--- config.mk ---
export PLATFORM = sky130hd
export DESIGN_NAME = irq_reg_group
export DESIGN_NICKNAME = d
export VERILOG_FILES = /design/src/rtl/irq_grp_pkg.sv /design/src/rtl/irq_addr_decode.sv /design/src/rtl/irq_status_bank.sv /design/src/rtl/irq_mask_bank.sv /design/src/rtl/irq_line_reg.sv /design/src/rtl/irq_reg_group.sv
export SDC_FILE = /design/constraint.sdc
export NUM_CORES = 1
export LEC_CHECK = 0
export BUFFER_PORTS_ARGS = -buffer_cell sky130_fd_sc_hd__buf_4
export CORE_MARGIN = 2
export CORE_UTILIZATION = 29
export CTS_CLUSTER_SIZE = 40
export DETAILED_ROUTE_END_ITERATION = 16
export GPL_ROUTABILITY_DRIVEN = 0
export PLACE_DENSITY = 0.84
export SLEW_MARGIN = 20
export SYNTH_ARGS = -nofsm -noshare
export SYNTH_HDL_FRONTEND = slang
export SYNTH_HIERARCHICAL = 1
export SYNTH_SLANG_ARGS = --single-unit
--- constraint.sdc ---
create_clock -name clk -period 4.4 [get_ports clk]
set_input_delay 0.66 -clock clk [delete_from_list [all_inputs] [get_ports clk]]
set_output_delay 0.66 -clock clk [all_outputs]
set_load 0.02 [all_outputs]
--- src/rtl/irq_grp_pkg.sv ---
// Package: shared constants and the decoded-strobe type for the interrupt
// register group. Word indices are byte offsets divided by four.
package irq_grp_pkg;

    localparam int unsigned DATA_W     = 32;

    // Word indices of the four mapped locations
    localparam int unsigned IDX_STATUS  = 0;
    localparam int unsigned IDX_MASK    = 1;
    localparam int unsigned IDX_UNMASK  = 2;
    localparam int unsigned IDX_DOMASK  = 3;

    // Decoded bus strobes; only aligned addresses ever raise a field
    typedef struct packed {
        logic sts_wr;    // write-one-to-clear on status
        logic unm_wr;    // unmask strobe write
        logic dom_wr;    // mask strobe write
        logic sts_rd;    // status word selected for read
        logic msk_rd;    // mask word selected for read
    } irq_dec_t;

endpackage

--- src/rtl/irq_addr_decode.sv ---
// Module: irq_addr_decode
// Turns the byte address and write strobe into one-hot strobes for the
// register group. Assumes whole-word accesses: any address with low bits
// set decodes to nothing, so it neither writes nor reads.
module irq_addr_decode
    import irq_grp_pkg::*;
#(
    parameter int unsigned ADDR_W = 12
) (
    input  logic [ADDR_W-1:0] addr,
    input  logic              wr_en,
    output irq_dec_t          dec
);

    localparam int unsigned IDX_W = ADDR_W - 2;

    logic             aligned;
    logic [IDX_W-1:0] word_idx;
    logic             hit_sts, hit_msk, hit_unm, hit_dom;

    assign aligned  = (addr[1:0] == 2'b00);
    assign word_idx = addr[ADDR_W-1:2];

    // Compare the word index against each mapped location
    always_comb begin
        hit_sts = aligned && (word_idx == IDX_W'(IDX_STATUS));
        hit_msk = aligned && (word_idx == IDX_W'(IDX_MASK));
        hit_unm = aligned && (word_idx == IDX_W'(IDX_UNMASK));
        hit_dom = aligned && (word_idx == IDX_W'(IDX_DOMASK));
    end

    // Qualify the hits with the write strobe; reads need only the hit
    always_comb begin
        dec.sts_wr = hit_sts && wr_en;
        dec.unm_wr = hit_unm && wr_en;
        dec.dom_wr = hit_dom && wr_en;
        dec.sts_rd = hit_sts;
        dec.msk_rd = hit_msk;
    end

endmodule

--- src/rtl/irq_status_bank.sv ---
// Module: irq_status_bank
// Sticky status bits, one for each event source. An event sets its bit. A
// status write with a 1 in the bit's data position clears it. When both
// happen in one cycle, the set wins, so no event is lost.
module irq_status_bank #(
    parameter int unsigned NUM_SRC = 1
) (
    input  logic               clk,
    input  logic               rst_n,
    input  logic [NUM_SRC-1:0] evt,
    input  logic               clr_wr,
    input  logic [NUM_SRC-1:0] clr_data,
    output logic [NUM_SRC-1:0] sts_q
);

    for (genvar i = 0; i < NUM_SRC; i++) begin : g_bit
        // One sticky bit: event beats clear
        always_ff @(posedge clk) begin
            if (!rst_n) begin
                sts_q[i] <= 1'b0;
            end else if (evt[i]) begin
                sts_q[i] <= 1'b1;
            end else if (clr_wr && clr_data[i]) begin
                sts_q[i] <= 1'b0;
            end
        end
    end

endmodule

--- src/rtl/irq_mask_bank.sv ---
// Module: irq_mask_bank
// Mask bits with no direct bus write. The unmask strobe clears the named
// bits and the mask strobe sets them. The two strobes come from different
// addresses, so they never arrive together. Reset masks every source.
module irq_mask_bank #(
    parameter int unsigned NUM_SRC = 1
) (
    input  logic               clk,
    input  logic               rst_n,
    input  logic               unm_wr,
    input  logic               dom_wr,
    input  logic [NUM_SRC-1:0] sel_data,
    output logic [NUM_SRC-1:0] msk_q
);

    for (genvar i = 0; i < NUM_SRC; i++) begin : g_bit
        // One mask bit, moved only by the strobes
        always_ff @(posedge clk) begin
            if (!rst_n) begin
                msk_q[i] <= 1'b1;
            end else if (dom_wr && sel_data[i]) begin
                msk_q[i] <= 1'b1;
            end else if (unm_wr && sel_data[i]) begin
                msk_q[i] <= 1'b0;
            end
        end
    end

endmodule

--- src/rtl/irq_line_reg.sv ---
// Module: irq_line_reg
// Reduces status AND NOT mask to one bit and registers it. The line
// therefore follows any status or mask change one clock later, and it
// leaves the block without glitches.
module irq_line_reg #(
    parameter int unsigned NUM_SRC = 1
) (
    input  logic               clk,
    input  logic               rst_n,
    input  logic [NUM_SRC-1:0] sts,
    input  logic [NUM_SRC-1:0] msk,
    output logic               irq_q
);

    logic pend;

    // Any unmasked pending source
    assign pend = |(sts & ~msk);

    // Register the line
    always_ff @(posedge clk) begin
        if (!rst_n) begin
            irq_q <= 1'b0;
        end else begin
            irq_q <= pend;
        end
    end

endmodule

--- src/rtl/irq_reg_group.sv ---
// Module: irq_reg_group (top)
// Interrupt status and mask register group on a simple 32-bit register
// bus. Assumes single-cycle writes, whole aligned words and little-endian
// bit numbering (data bit i belongs to source i). Reads are combinational
// from the address. NUM_SRC must be between 1 and 32.
module irq_reg_group
    import irq_grp_pkg::*;
#(
    parameter int unsigned NUM_SRC = 1,
    parameter int unsigned ADDR_W  = 12
) (
    input  logic                clk,
    input  logic                rst_n,
    input  logic [ADDR_W-1:0]   bus_addr,
    input  logic                bus_wr_en,
    input  logic [DATA_W-1:0]   bus_wdata,
    output logic [DATA_W-1:0]   bus_rdata,
    input  logic [NUM_SRC-1:0]  hw_evt,
    output logic                irq_o
);

    irq_dec_t           dec;
    logic [NUM_SRC-1:0] sts_q;
    logic [NUM_SRC-1:0] msk_q;
    logic [NUM_SRC-1:0] wsel;
    logic               unused_wdata_hi;

    // Only the low NUM_SRC data bits carry meaning
    assign wsel            = bus_wdata[NUM_SRC-1:0];
    assign unused_wdata_hi = ^bus_wdata;

    irq_addr_decode #(.ADDR_W(ADDR_W)) dec_i (
        .addr  (bus_addr),
        .wr_en (bus_wr_en),
        .dec   (dec)
    );

    irq_status_bank #(.NUM_SRC(NUM_SRC)) sts_i (
        .clk      (clk),
        .rst_n    (rst_n),
        .evt      (hw_evt),
        .clr_wr   (dec.sts_wr),
        .clr_data (wsel),
        .sts_q    (sts_q)
    );

    irq_mask_bank #(.NUM_SRC(NUM_SRC)) msk_i (
        .clk      (clk),
        .rst_n    (rst_n),
        .unm_wr   (dec.unm_wr),
        .dom_wr   (dec.dom_wr),
        .sel_data (wsel),
        .msk_q    (msk_q)
    );

    irq_line_reg #(.NUM_SRC(NUM_SRC)) line_i (
        .clk   (clk),
        .rst_n (rst_n),
        .sts   (sts_q),
        .msk   (msk_q),
        .irq_q (irq_o)
    );

    // Read mux: strobe addresses and everything unmapped return zero
    always_comb begin
        bus_rdata = '0;
        if (dec.sts_rd) begin
            bus_rdata = DATA_W'(sts_q);
        end else if (dec.msk_rd) begin
            bus_rdata = DATA_W'(msk_q);
        end
    end

endmodule

==> parameters.txt <==
Parameter                              Value

Timing
  Final slew viol count ... 0
  Clock tree skew after final layout ... 0.9548 ps
  Setup repair after global routing missed its margin ... no
  Worst setup slack after layout ... ~1700 ps
  Min Tclk post-route ... 2661 ps
  Final period util ... 60.47%
  Count of endpoints failing hold in the final timing report ... 0
  Final-layout setup total negative slack ... 0 ps
  Maximum operating frequency ... 375.8 MHz
  Setup-failing EPs final ... 0

Detailed routing
  Met1 WL ... approximately 290 µm
  Number of nets with antenna violations after routing ... 0
  First-pass DRT Iterations ... 3
  Avg WL per Cell ... a little under 8 µm
  Routed wire length on met2 ... 345 µm
  Highest metal layer used by the detailed router ... met3
  Final wirelength ... 742 µm
  Total number of vias ... around 350
  Total length of routed met3 wires ... ~110 µm
  DRC marker count from the first detailed-route iteration ... 6
  # DRC ... 0
  Vias per Instance ... 3.642

Finish
  Commonest non-fill, non-tap cell in the layout ... sky130_fd_sc_hd__conb_1
  Number of cells in the finished layout apart from fillers ... 95
  Most frequent cells in the layout ... sky130_fd_sc_hd__conb_1 (31), sky130_fd_sc_hd__buf_4 (18)
  Area growth syn-to-layout ... 9.814%
  Fraction of layout cells with a size suffix above 1 ... 32.91%
  Core utilization of the finished layout ... about a third
  NumNets Final ... 128
  Diodes inserted ... 0

Setup path
  Stage delay of the slowest cell on the critical path ... 570 ps
  Critical Path Stages ... 6
  Critical path endpoint category ... output pin
  Required time of the critical path ... 3740 ps
  Family with the most delay on the worst path ... simple AND/OR/NAND/NOR gates
  Capture point of the worst reg-to-reg path ... msk_i/msk_q
  Minimum setup slack among reg-to-reg paths ... ~3700 ps
  Cell with the biggest individual delay on the critical path ... sky130_fd_sc_hd__or4_4
  First element of the critical path ... bus_addr[1]
  Worst-path fanout max ... 5
  Cells on worst reg2reg path ... 1
  Critical path class ... in2out
  Nature of the critical path startpoint ... input pin
  Cells along the critical path ... buf_4, or4_4, nor4_1, nand2_1, o21ai_1, buf_4
  Worst path arrival time ... about 2000 ps
  Buf/Inv on CP ... 2
  Worst setup path end ... bus_rdata[0]
  Most numerous cell on the critical path ... sky130_fd_sc_hd__buf_4
  R2r startpoint ... msk_i/msk_q

CTS
  CTS tree ... built
  Clock latency at the later pin of the worst-skew pair ... 230 ps
  Total CTS buffers ... 3
  Post-CTS setup repair buffer count ... 0
  CTS Hold Bufs ... 0
  Max H-tree Level ... 1
  Bufs on Longest Clock Path ... 2
  Number of sinks on the clock net ... 3
  Library cell used as clock root buffer ... sky130_fd_sc_hd__clkbuf_4
  CTS resizes ... 0
  Clock slew at the register clock pins of the worst setup and hold paths ... 40 ps

Worst hold path
  Hold crit path type ... reg2reg

Logic synthesis
  Leading cell types by total area after synthesis ... sky130_fd_sc_hd__buf_4 (53%), sky130_fd_sc_hd__dfxtp_1 (13%), sky130_fd_sc_hd__or4_4 (4.8%)
  Fraction of synthesized cell area taken by the top area cell type ... 52.52%
  Number of synthesized flops with an enable pin ... 0
  Yosys cell types ... 19
  FFs w/ async S/R, synth ... 0%
  Count of state elements after synthesis ... 3
  Instance count of the mapped netlist ... 60
  Proportion of synthesized chip area in sequential cells ... 12.73%
  Post-synthesis cell type with the largest combined area ... sky130_fd_sc_hd__buf_4
  Synth Flop Type ... sky130_fd_sc_hd__dfxtp_1
  Cell area after technology mapping ... 471.7 µm²
  Yosys warning total ... 6
  Per-instance average area after synthesis ... 7.862 µm²

Pwr
  Post-layout power ... 118.7 µW
  LEAKAGE ... 0.2726 nW
  Largest vdd supply drop ... a little over 0.00008 V
  Power per standard cell area ... 229.2 nW/µm²

Floorplanning
  Initial standard-cell utilization of the core ... 30.95%
  Die area ... 1965 µm²
  Total number of placement rows ... 14
  Core area ... 1524 µm²
  Die H ... 44.33 µm
  X dimension of the die ... approximately 44 µm
  # IOs ... a little over 80

Placed design
  Post-detailed-placement half-perimeter wirelength ... 641.8 µm
  Worst-case setup slack after placement ... 1747 ps
  Number of buffers added on ports ... 18
  Placed cells ... 91

GRT
  All-Layer GR Usage ... 7.209%
  Via count of the first global-routing pass ... 265
  Antenna violations before repair ... 0
  Wire length of the first global-routing pass ... 1062 µm
  Largest net degree at the start of global routing ... 6
  Total overflow reported by the global router ... 0

Flow run
  Max capacitance violation total ... 0

Status
  Result of the run ... completed
## kinds of logic (layout without fill, tap and decap cells)
| group | Yosys count | in the layout | share of synthesized area [%] |
|---|---|---|---|
| flip-flops | 3 | 3 | 12.73 |
| buffers and inverters | 35 | 24 | 54.11 |
| AO/OA/AOI/OAI | 4 | 4 | 5.571 |
| AND/OR/NAND/NOR | 17 | 17 | 26.79 |
| other | 1 | 31 | 0.7950 |
## final cells by class
type                            instances  area (µm²)
Clock buffer                            4       26.28
Fill cell                             160        1006
Inverter                                2       7.507
Multi-Input combinational cell         52       269.0
Sequential cell                         3       60.06
Tap cell                               16       20.02
Timing Repair Buffer                   18       135.1
## synth_stat cells (all sizes together), types with 2 or more instances
cell type and number:
or4 2, buf 33, dfxtp 3, nand2 3
o21ai 2, inv 2, nor4 4
## how the worst min path moves through the flow
stage	from	to	slack (ps)	cells past startpoint
after floorplan	msk_i/msk_q	msk_i/msk_q	470	1
after global placement	msk_i/msk_q	msk_i/msk_q	490	1
after detailed placement	msk_i/msk_q	msk_i/msk_q	510	1
after CTS	msk_i/msk_q	msk_i/msk_q	520	1
after global routing	msk_i/msk_q	msk_i/msk_q	540	1
final	msk_i/msk_q	msk_i/msk_q	520	1
## state kept, by name, indices dropped and copies added (netlist names)
| signal | flops |
|---|---|
| line_i/irq_q | 1 |
| msk_i/msk_q | 1 |
| sts_i/sts_q | 1 |
## layer usage
layer	GRT usage, %	vias to the layer above
li1	-	178
met1	10.05	141
met2	10.59	27
met3	1.224	0
met4	3.636	0
met5	0	-
## stage by stage
| step | area (µm²) | hold slack (ps) |
|---|---|---|
| CTS | 518.0 | 517.0 |
| global route | 518.0 | 538.2 |
| finish | 518.0 | 517.0 |
| global placement | 491.7 | 487.9 |
| detailed placement | 491.7 | 508.3 |
| floorplan | 584.3 | 469.2 |
## power breakdown
| group | total [mW] | internal (mW) | switching, mW | leakage [nW] |
|---|---|---|---|---|
| combinational | 0.0413 | 0.0117 | 0.0296 | 0.233 |
| sequential | 0.0285 | 0.0280 | 0.000458 | 0.0245 |
| clock | 0.0490 | 0.0340 | 0.0149 | 0.0150 |
No activity file was read; power rests on OpenSTA's default activity.
